$ cat src/rtl/page_prog_seq.sv
module page_prog_seq #(
  parameter int AW    = 8,
  parameter int DW    = 8,
  parameter int PB    = 3,
  parameter int DIV_A = 128,
  parameter int DIV_B = 16
) (
  input  logic          clk,
  input  logic          rst_n,
  input  logic          osc_tick,
  input  logic          addr_load,
  input  logic [AW-1:0] addr_in,
  input  logic          byte_valid,
  input  logic [DW-1:0] byte_in,
  input  logic          stop_seen,
  input  logic          start_seen,
  output logic          byte_ack,
  output logic          busy,
  output logic [AW-1:0] ptr_out,
  output logic          arr_we,
  output logic          arr_erase,
  output logic [AW-1:0] arr_addr,
  output logic [DW-1:0] arr_data
);
  localparam int PAGE = 1 << PB;
  localparam int CW   = $clog2(PAGE + 1);
  localparam int WA   = $clog2(DIV_A);
  localparam int WB   = $clog2(DIV_B);

  logic [AW-1:0]   ptr;
  logic            active, ovf, erase_pend, fin;
  logic [CW-1:0]   cnt;
  logic [PAGE-1:0] mask;
  logic [DW-1:0]   lat [PAGE];
  logic [WA-1:0]   pre_cnt;
  logic [WB-1:0]   stp_cnt;
  logic [PB-1:0]   nxt;
  logic            tick_a, step_end;

  assign ptr_out  = ptr;
  assign byte_ack = byte_valid & ~busy & active & ~ovf & (cnt < CW'(PAGE));
  assign tick_a   = osc_tick & (pre_cnt == WA'(DIV_A - 1));
  assign step_end = busy & ~fin & tick_a & (stp_cnt == WB'(DIV_B - 1));

  always_comb begin
    nxt = '0;
    for (int i = PAGE - 1; i >= 0; i--)
      if (mask[i]) nxt = PB'(i);
  end

  always_ff @(posedge clk) begin
    if (!rst_n) begin
      ptr <= '0; active <= 1'b0; ovf <= 1'b0; cnt <= '0; mask <= '0;
      busy <= 1'b0; erase_pend <= 1'b0; fin <= 1'b0;
      pre_cnt <= '0; stp_cnt <= '0;
      arr_we <= 1'b0; arr_erase <= 1'b0; arr_addr <= '0; arr_data <= '0;
      for (int i = 0; i < PAGE; i++) lat[i] <= '0;
    end else begin
      arr_we    <= 1'b0;
      arr_erase <= 1'b0;
      if (busy) begin
        if (fin) begin
          busy <= 1'b0;
          fin  <= 1'b0;
          mask <= '0;
          cnt  <= '0;
          for (int i = 0; i < PAGE; i++) lat[i] <= '0;
        end else begin
          if (osc_tick) begin
            pre_cnt <= tick_a ? '0 : pre_cnt + WA'(1);
            if (tick_a) stp_cnt <= (stp_cnt == WB'(DIV_B - 1)) ? '0 : stp_cnt + WB'(1);
          end
          if (step_end) begin
            if (erase_pend) begin
              arr_erase  <= 1'b1;
              arr_addr   <= {ptr[AW-1:PB], {PB{1'b0}}};
              erase_pend <= 1'b0;
            end else begin
              arr_we    <= 1'b1;
              arr_addr  <= {ptr[AW-1:PB], nxt};
              arr_data  <= lat[nxt];
              mask[nxt] <= 1'b0;
              fin       <= ((mask & ~(PAGE'(1) << nxt)) == '0);
            end
          end
        end
      end else if (stop_seen) begin
        active <= 1'b0;
        ovf    <= 1'b0;
        cnt    <= '0;
        if (active & ~ovf & (|mask)) begin
          busy       <= 1'b1;
          erase_pend <= 1'b1;
          pre_cnt    <= '0;
          stp_cnt    <= '0;
        end else begin
          mask <= '0;
        end
      end else if (start_seen) begin
        active <= 1'b0; ovf <= 1'b0; cnt <= '0; mask <= '0;
      end else if (addr_load) begin
        ptr <= addr_in; active <= 1'b1; ovf <= 1'b0; cnt <= '0; mask <= '0;
      end else if (byte_valid & active) begin
        if (byte_ack) begin
          lat[ptr[PB-1:0]]  <= byte_in;
          mask[ptr[PB-1:0]] <= 1'b1;
          ptr[PB-1:0]       <= ptr[PB-1:0] + PB'(1);
          cnt               <= cnt + CW'(1);
        end else begin
          ovf <= 1'b1;
        end
      end
    end
  end

  p_no_ack_busy_r5: assert property (@(posedge clk) disable iff (!rst_n)
    busy |-> !byte_ack);
  p_ptr_hold_busy_r5: assert property (@(posedge clk) disable iff (!rst_n)
    $past(busy) |-> $stable(ptr));
  p_upper_fixed_r1: assert property (@(posedge clk) disable iff (!rst_n)
    !$past(addr_load) |-> ptr[AW-1:PB] == $past(ptr[AW-1:PB]));
  p_strobe_excl_r6: assert property (@(posedge clk) disable iff (!rst_n)
    !(arr_we && arr_erase));
  p_strobe_in_busy_r6: assert property (@(posedge clk) disable iff (!rst_n)
    (arr_we || arr_erase) |-> busy);
  p_fall_after_we_r7: assert property (@(posedge clk) disable iff (!rst_n)
    $fell(busy) |-> $past(arr_we));
  p_start_on_stop_r3: assert property (@(posedge clk) disable iff (!rst_n)
    $rose(busy) |-> $past(stop_seen));
endmodule

$ cat config.mk
export PLATFORM = sky130hd
export DESIGN_NAME = page_prog_seq
export DESIGN_NICKNAME = d
export VERILOG_FILES = /design/src/rtl/page_prog_seq.sv
export SDC_FILE = /design/constraint.sdc
export NUM_CORES = 1
export LEC_CHECK = 0
export CAP_MARGIN = 20
export CORE_MARGIN = 10
export CORE_UTILIZATION = 45
export DETAILED_ROUTE_END_ITERATION = 8
export PLACE_DENSITY_LB_ADDON = 0.08
export SETUP_SLACK_MARGIN = 0.4
export SYNTH_ARGS = -nofsm -noshare
export SYNTH_HDL_FRONTEND = slang
export SYNTH_SLANG_ARGS = --single-unit
$ cat constraint.sdc
create_clock -name clk -period 3.2 [get_ports clk]
set_input_delay 0.96 -clock clk [delete_from_list [all_inputs] [get_ports clk]]
set_output_delay 0.96 -clock clk [all_outputs]
set_load 0.005 [all_outputs]
* Word level (Yosys, flattened, before mapping)
Memories as Yosys holds them, arrays and structs flattened. A register that Yosys moved wholly into a read port is not among the register bits.
Cells that the tools add are included.
** Operators by class
- Shift operators :: 1
- Multiplexer cells :: 92
- Reduce and logical (&&, ||, !) cells :: 26
- Div/mod/pow operators :: 0
- Multiply operators :: 0
- $add $sub $neg :: 4
- Equal/unequal tests :: 11
- Magnitude comparators :: 5
- Bitwise gates (word level) :: 32
** Operators with widths (count)
- $mux W8 :: 19
- $mux W4 :: 14
- $mux W7 :: 6
- $mux W3 :: 13
- $mux W1 :: 38
- $and A8 B8 Y8 :: 2
- $not A8 Y8 :: 2
- $reduce_and A4 Y1 :: 4
- $reduce_or A8 Y1 :: 2
- $reduce_and A5 Y1 :: 3
- $and A1 B1 Y1 :: 11
- $reduce_bool A5 Y1 :: 2
- $reduce_and A3 Y1 :: 3
- $add A4 B1 Y4 const B :: 2
- $logic_not A8 Y1 :: 1
- $lt A3 B4 Y1 const B :: 2
- $not A1 Y1 :: 8
- $or A1 B1 Y1 :: 8
- $or A8 B8 Y8 :: 1
- $reduce_bool A2 Y1 :: 4
- $shl A1 B3 Y8 const A :: 1
- $add A7 B1 Y7 const B :: 1
- $eq A7 B7 Y1 const B :: 1
- $demux W1 S3 :: 2
- other kinds (16) :: 21
** Word-level totals
- Bits in writable memories :: 64
- Bits in read-only memories :: 0
- Output and inout bits :: 28
- Memories kept :: 1
- Bits in latches :: 0
- Bits in registers :: 46
** Memory list
- lat :: words 8, bits a word 8, read ports 1, clocked after memory_dff 1, wr ports 8, RTL line 34 : logic [DW-1:0] lat [PAGE];

* Logic depth before layout (Yosys ltp)
- Word-level depth :: 18
- Mapped depth :: 9

* Worst setup path before layout
Ideal clock, no wire load.
- Path kind :: input to register
- Start :: in start_seen
- End :: mem lat[0][0] (enable)
- Buffers on the path :: 0
- Required time :: 2.865 ns
- Slack :: 0.371 ns
- Arrival time :: 2.494 ns
- Library setup time :: 0.335 ns
- Cell stages on the path :: 4
- Path through :: nor4_1 -> nand3_1 -> nor4_1 -> nand2b_1
** RTL lines
- start, declared :: RTL line 16 : input logic start_seen,
- end, declared :: RTL line 34

==> flow_summary.ini <==
[synth]
synth-xor-area-share_pct = 0.961
synth_nets = 528
syn_inst = 501
yosys.area_share.simple_pct = 21.5
synth-edff-count = 64
ys_ff_latch = 118
muxShareOfSynthArea_pct = 4.57
synth_adder_area_share_pct = 0.915
yosysWarnings = 0
synth_compound_area_share_pct = 14.0
syn_avg_cell_area_um2 = 10.9
synth_flop_cell = edfxtp_1
ys_types = 56
synth_top_family_by_area = simple AND/OR/NAND/NOR gates
syn_area_um2 = 5470
async_reset_ff_share_pct = 0
ys_seq_area_share_pct = 54.9

[cts]
htreeDepth = 4
clkSinkCount = 118
cts_tree = built
numCtsBuffers = 17
holdBufCountCts = 0
cts_root_buffer = clkbuf_16
cts_buffer_depth = 2
clk_latency_ns = 0.41
clkTransAtPathRegs_ns = 0.05

[global_route]
overflow = 0
track_usage_pct = 16.2
antenna_found_initial = 0
grt_pass1_vias = 4147
grt_start_max_net_pins = 23
grt_pass1_wl_um = 21400

[final_layout]
final_common_cell = and2_1
num-nets-final = 602
diodes = 0
synthToLayoutAreaGrowth_pct = 26.3
fill_cells = 1034
finalNonFillerCells = 735
postLayoutCellArea_um2 = 6910
layout_common_cells = and2_1, edfxtp_1, dfxtp_1
utilization_pct = 57.8
drive_above_1_share_pct = 16.0

[timing]
setup_viol = 0
rsz0062_at_grt = false
fin_worst_skew_ns = 0.00821
finalWorstPathRequiredPeriod_ns = 2.62
post-route-period-util_pct = 81.9
slew_viol_final = 0
fmax_mhz = 381
hold_violations = 0
maxSlewHeadroom_pct = 47.3
worst_pin_slew_ns = 0.783

[detailed_routing]
drt-wirelength-per-cell_um = 17.7
drt_wl_total_um = 13000
num_vias = 4046
ant_nets = 0
first_pass_iters = 6
via_per_inst = 5.50
drt_iter0_markers = 331
drcViolationCount = 0

[setup_path]
crit_path_end_kind = flop
worstReg2RegStart = mask[3]$_SDFFE_PN0P_
r2r-end = arr_data[4]$_SDFFE_PN0P_
crit_fanout = 8
r2r_slack_ns = 0.83
required_ns = 3.32
cp.arrival_ns = 2.74
crit_type = input pin to flop
r2r_cells = 7
start_kind = input pin

[flow_run]
drv_cap = 0

[place]
postPlaceCellArea_um2 = 6290
gp_congestion = 0.866
port_buffers = 50
dp_cells = 701
dp_hpwl_um = 9510

[die]
fp.dieW_um = 130
dieArea_um2 = 17000
num_io_pins = 51
die_h_um = 130
initial_core_util_pct = 45.7
core_area_um2 = 12000
num_rows = 40

[worst_hold_path]
hp-class = flop to flop
hold_start = arr_addr[3]$_SDFFE_PN0P_
hold-path-endpoint = arr_addr[3]$_SDFFE_PN0P_
whs_path_depth = 2

[status]
status = completed

[power]
p_per_area_nw_per_um2 = 534
static-leakage-power_nw = 2.55
irDropWorstVdd_v = 0.000613
-- state kept, by name, summed over array words and instances, names as in the netlist, 4 cells and up --
signal and cells:
arr_addr 8, arr_data 8, stp_cnt 4, mask 8
cnt 4, ptr_out 8, pre_cnt 7, lat 64
-- what timing repair did --
action | 4_1_cts | 5_1_grt
pin swaps | 1 | 0
endpoints found under the hold margin | 0 | 0
setup endpoints to repair | 1 | 17
buffers inserted | 1 | 1
gates resized for setup | 6 | 3
-- metrics by stage --
| stage | hold slack [ns] | TNS, ns | power, W | setup WS (ns) |
|---|---|---|---|---|
| floorplan | 0.437 | 0 | 0.00174 | 0.396 |
| global placement | 0.455 | -0.0620 | 0.00183 | -0.0620 |
| detailed placement | 0.457 | -0.0573 | 0.00183 | -0.0573 |
| CTS | 0.466 | 0 | 0.00373 | 0.404 |
| global route | 0.483 | 0 | 0.00382 | 0.408 |
| finish | 0.462 | 0 | 0.00369 | 0.578 |
-- cell usage after synthesis, drive strengths merged (2+ instances only) --
| cell type | number | area share [%] |
|---|---|---|
| and2 | 70 | 8.0 |
| edfxtp | 64 | 35 |
| dfxtp | 54 | 20 |
| nand2 | 36 | 2.6 |
| nor2 | 32 | 2.2 |
| o21ai | 30 | 3.0 |
| clkbuf | 18 | 1.2 |
| nor2b | 17 | 1.9 |
| mux2 | 16 | 3.3 |
| nor3 | 13 | 1.2 |
| a21boi | 12 | 1.6 |
| a222oi | 12 | 2.2 |
| nand2b | 11 | 1.3 |
| a21oi | 10 | 0.91 |
| buf | 9 | 1.5 |
| nand3 | 8 | 0.73 |
| a22oi | 7 | 1.1 |
| inv | 7 | 0.48 |
| mux2i | 7 | 1.3 |
| a2bb2oi | 6 | 0.96 |
| or4 | 6 | 0.98 |
| and3 | 5 | 0.57 |
| nor4 | 5 | 0.57 |
| a221oi | 4 | 0.64 |
| ha | 4 | 0.91 |
| nand4 | 4 | 0.46 |
| xor2 | 4 | 0.64 |
| a31o | 3 | 0.48 |
| o32ai | 3 | 0.48 |
| o2111ai | 2 | 0.32 |
| o211ai | 2 | 0.27 |
| o22ai | 2 | 0.23 |
| o31ai | 2 | 0.27 |
| xnor2 | 2 | 0.32 |
-- critical path, cell delays in order --
cell,delay [ns]
clkdlybuf4s50_1,0.47
nor4_1,0.28
buf_4,0.18
nand3_1,0.18
nor4_2,0.31
nand2b_1,0.21
buf_12,0.14
-- cells by family (layout without fill, tap and decap cells) --
family / Yosys count / after routing
compound gates: 103 / 103
mux: 23 / 23
xor+xnor: 6 / 6
simple gates: 213 / 213
flops: 118 / 118
fa+ha+maj: 4 / 4
buf+inv: 34 / 121
-- power by group --
| group | leakage (nW) | internal, W | total (W) | switching, W |
|---|---|---|---|---|
| clock network | 0.295 | 0.00126 | 0.00189 | 0.000634 |
| logic | 1.16 | 0.0000776 | 0.000157 | 0.0000798 |
| registers | 1.10 | 0.00163 | 0.00164 | 0.0000166 |
| total | 2.55 | 0.00296 | 0.00369 | 0.000730 |
-- cell type report --
cell class | instances | area, um^2 | area share (%)
Clock buffer | 22 | 464 | 6.72
Sequential cell | 118 | 3000 | 43.5
Inverter | 7 | 26.3 | 0.380
Clock inverter | 10 | 128 | 1.85
Multi-Input combinational cell | 349 | 2320 | 33.6
Timing Repair Buffer | 82 | 782 | 11.3
Tap cell | 147 | 184 | 2.66
-- worst max-delay path by stage --
stage | startpoint | endpoint | slack, ns | cells after the start
after floorplan | start_seen | lat[6][0]$_SDFFCE_PN0P_ | 0.40 | 3
after global placement | byte_valid | byte_ack | -0.06 | 4
after detailed placement | byte_valid | byte_ack | -0.06 | 4
after CTS | byte_valid | byte_ack | 0.40 | 4
after global routing | start_seen | lat[1][7]$_SDFFCE_PN0P_ | 0.41 | 7
final | start_seen | lat[0][5]$_SDFFCE_PN0P_ | 0.58 | 7
-- per-layer routing --
metal  routed length, um  part of all wire [%]  track usage (%)
met1                5580                    43             19.0
met3                 683                   5.3             4.91
met5                   0                     0                0
met2                6640                    51             28.0
met4                  86                  0.66             4.76
(Power assumes the default switching activity.)
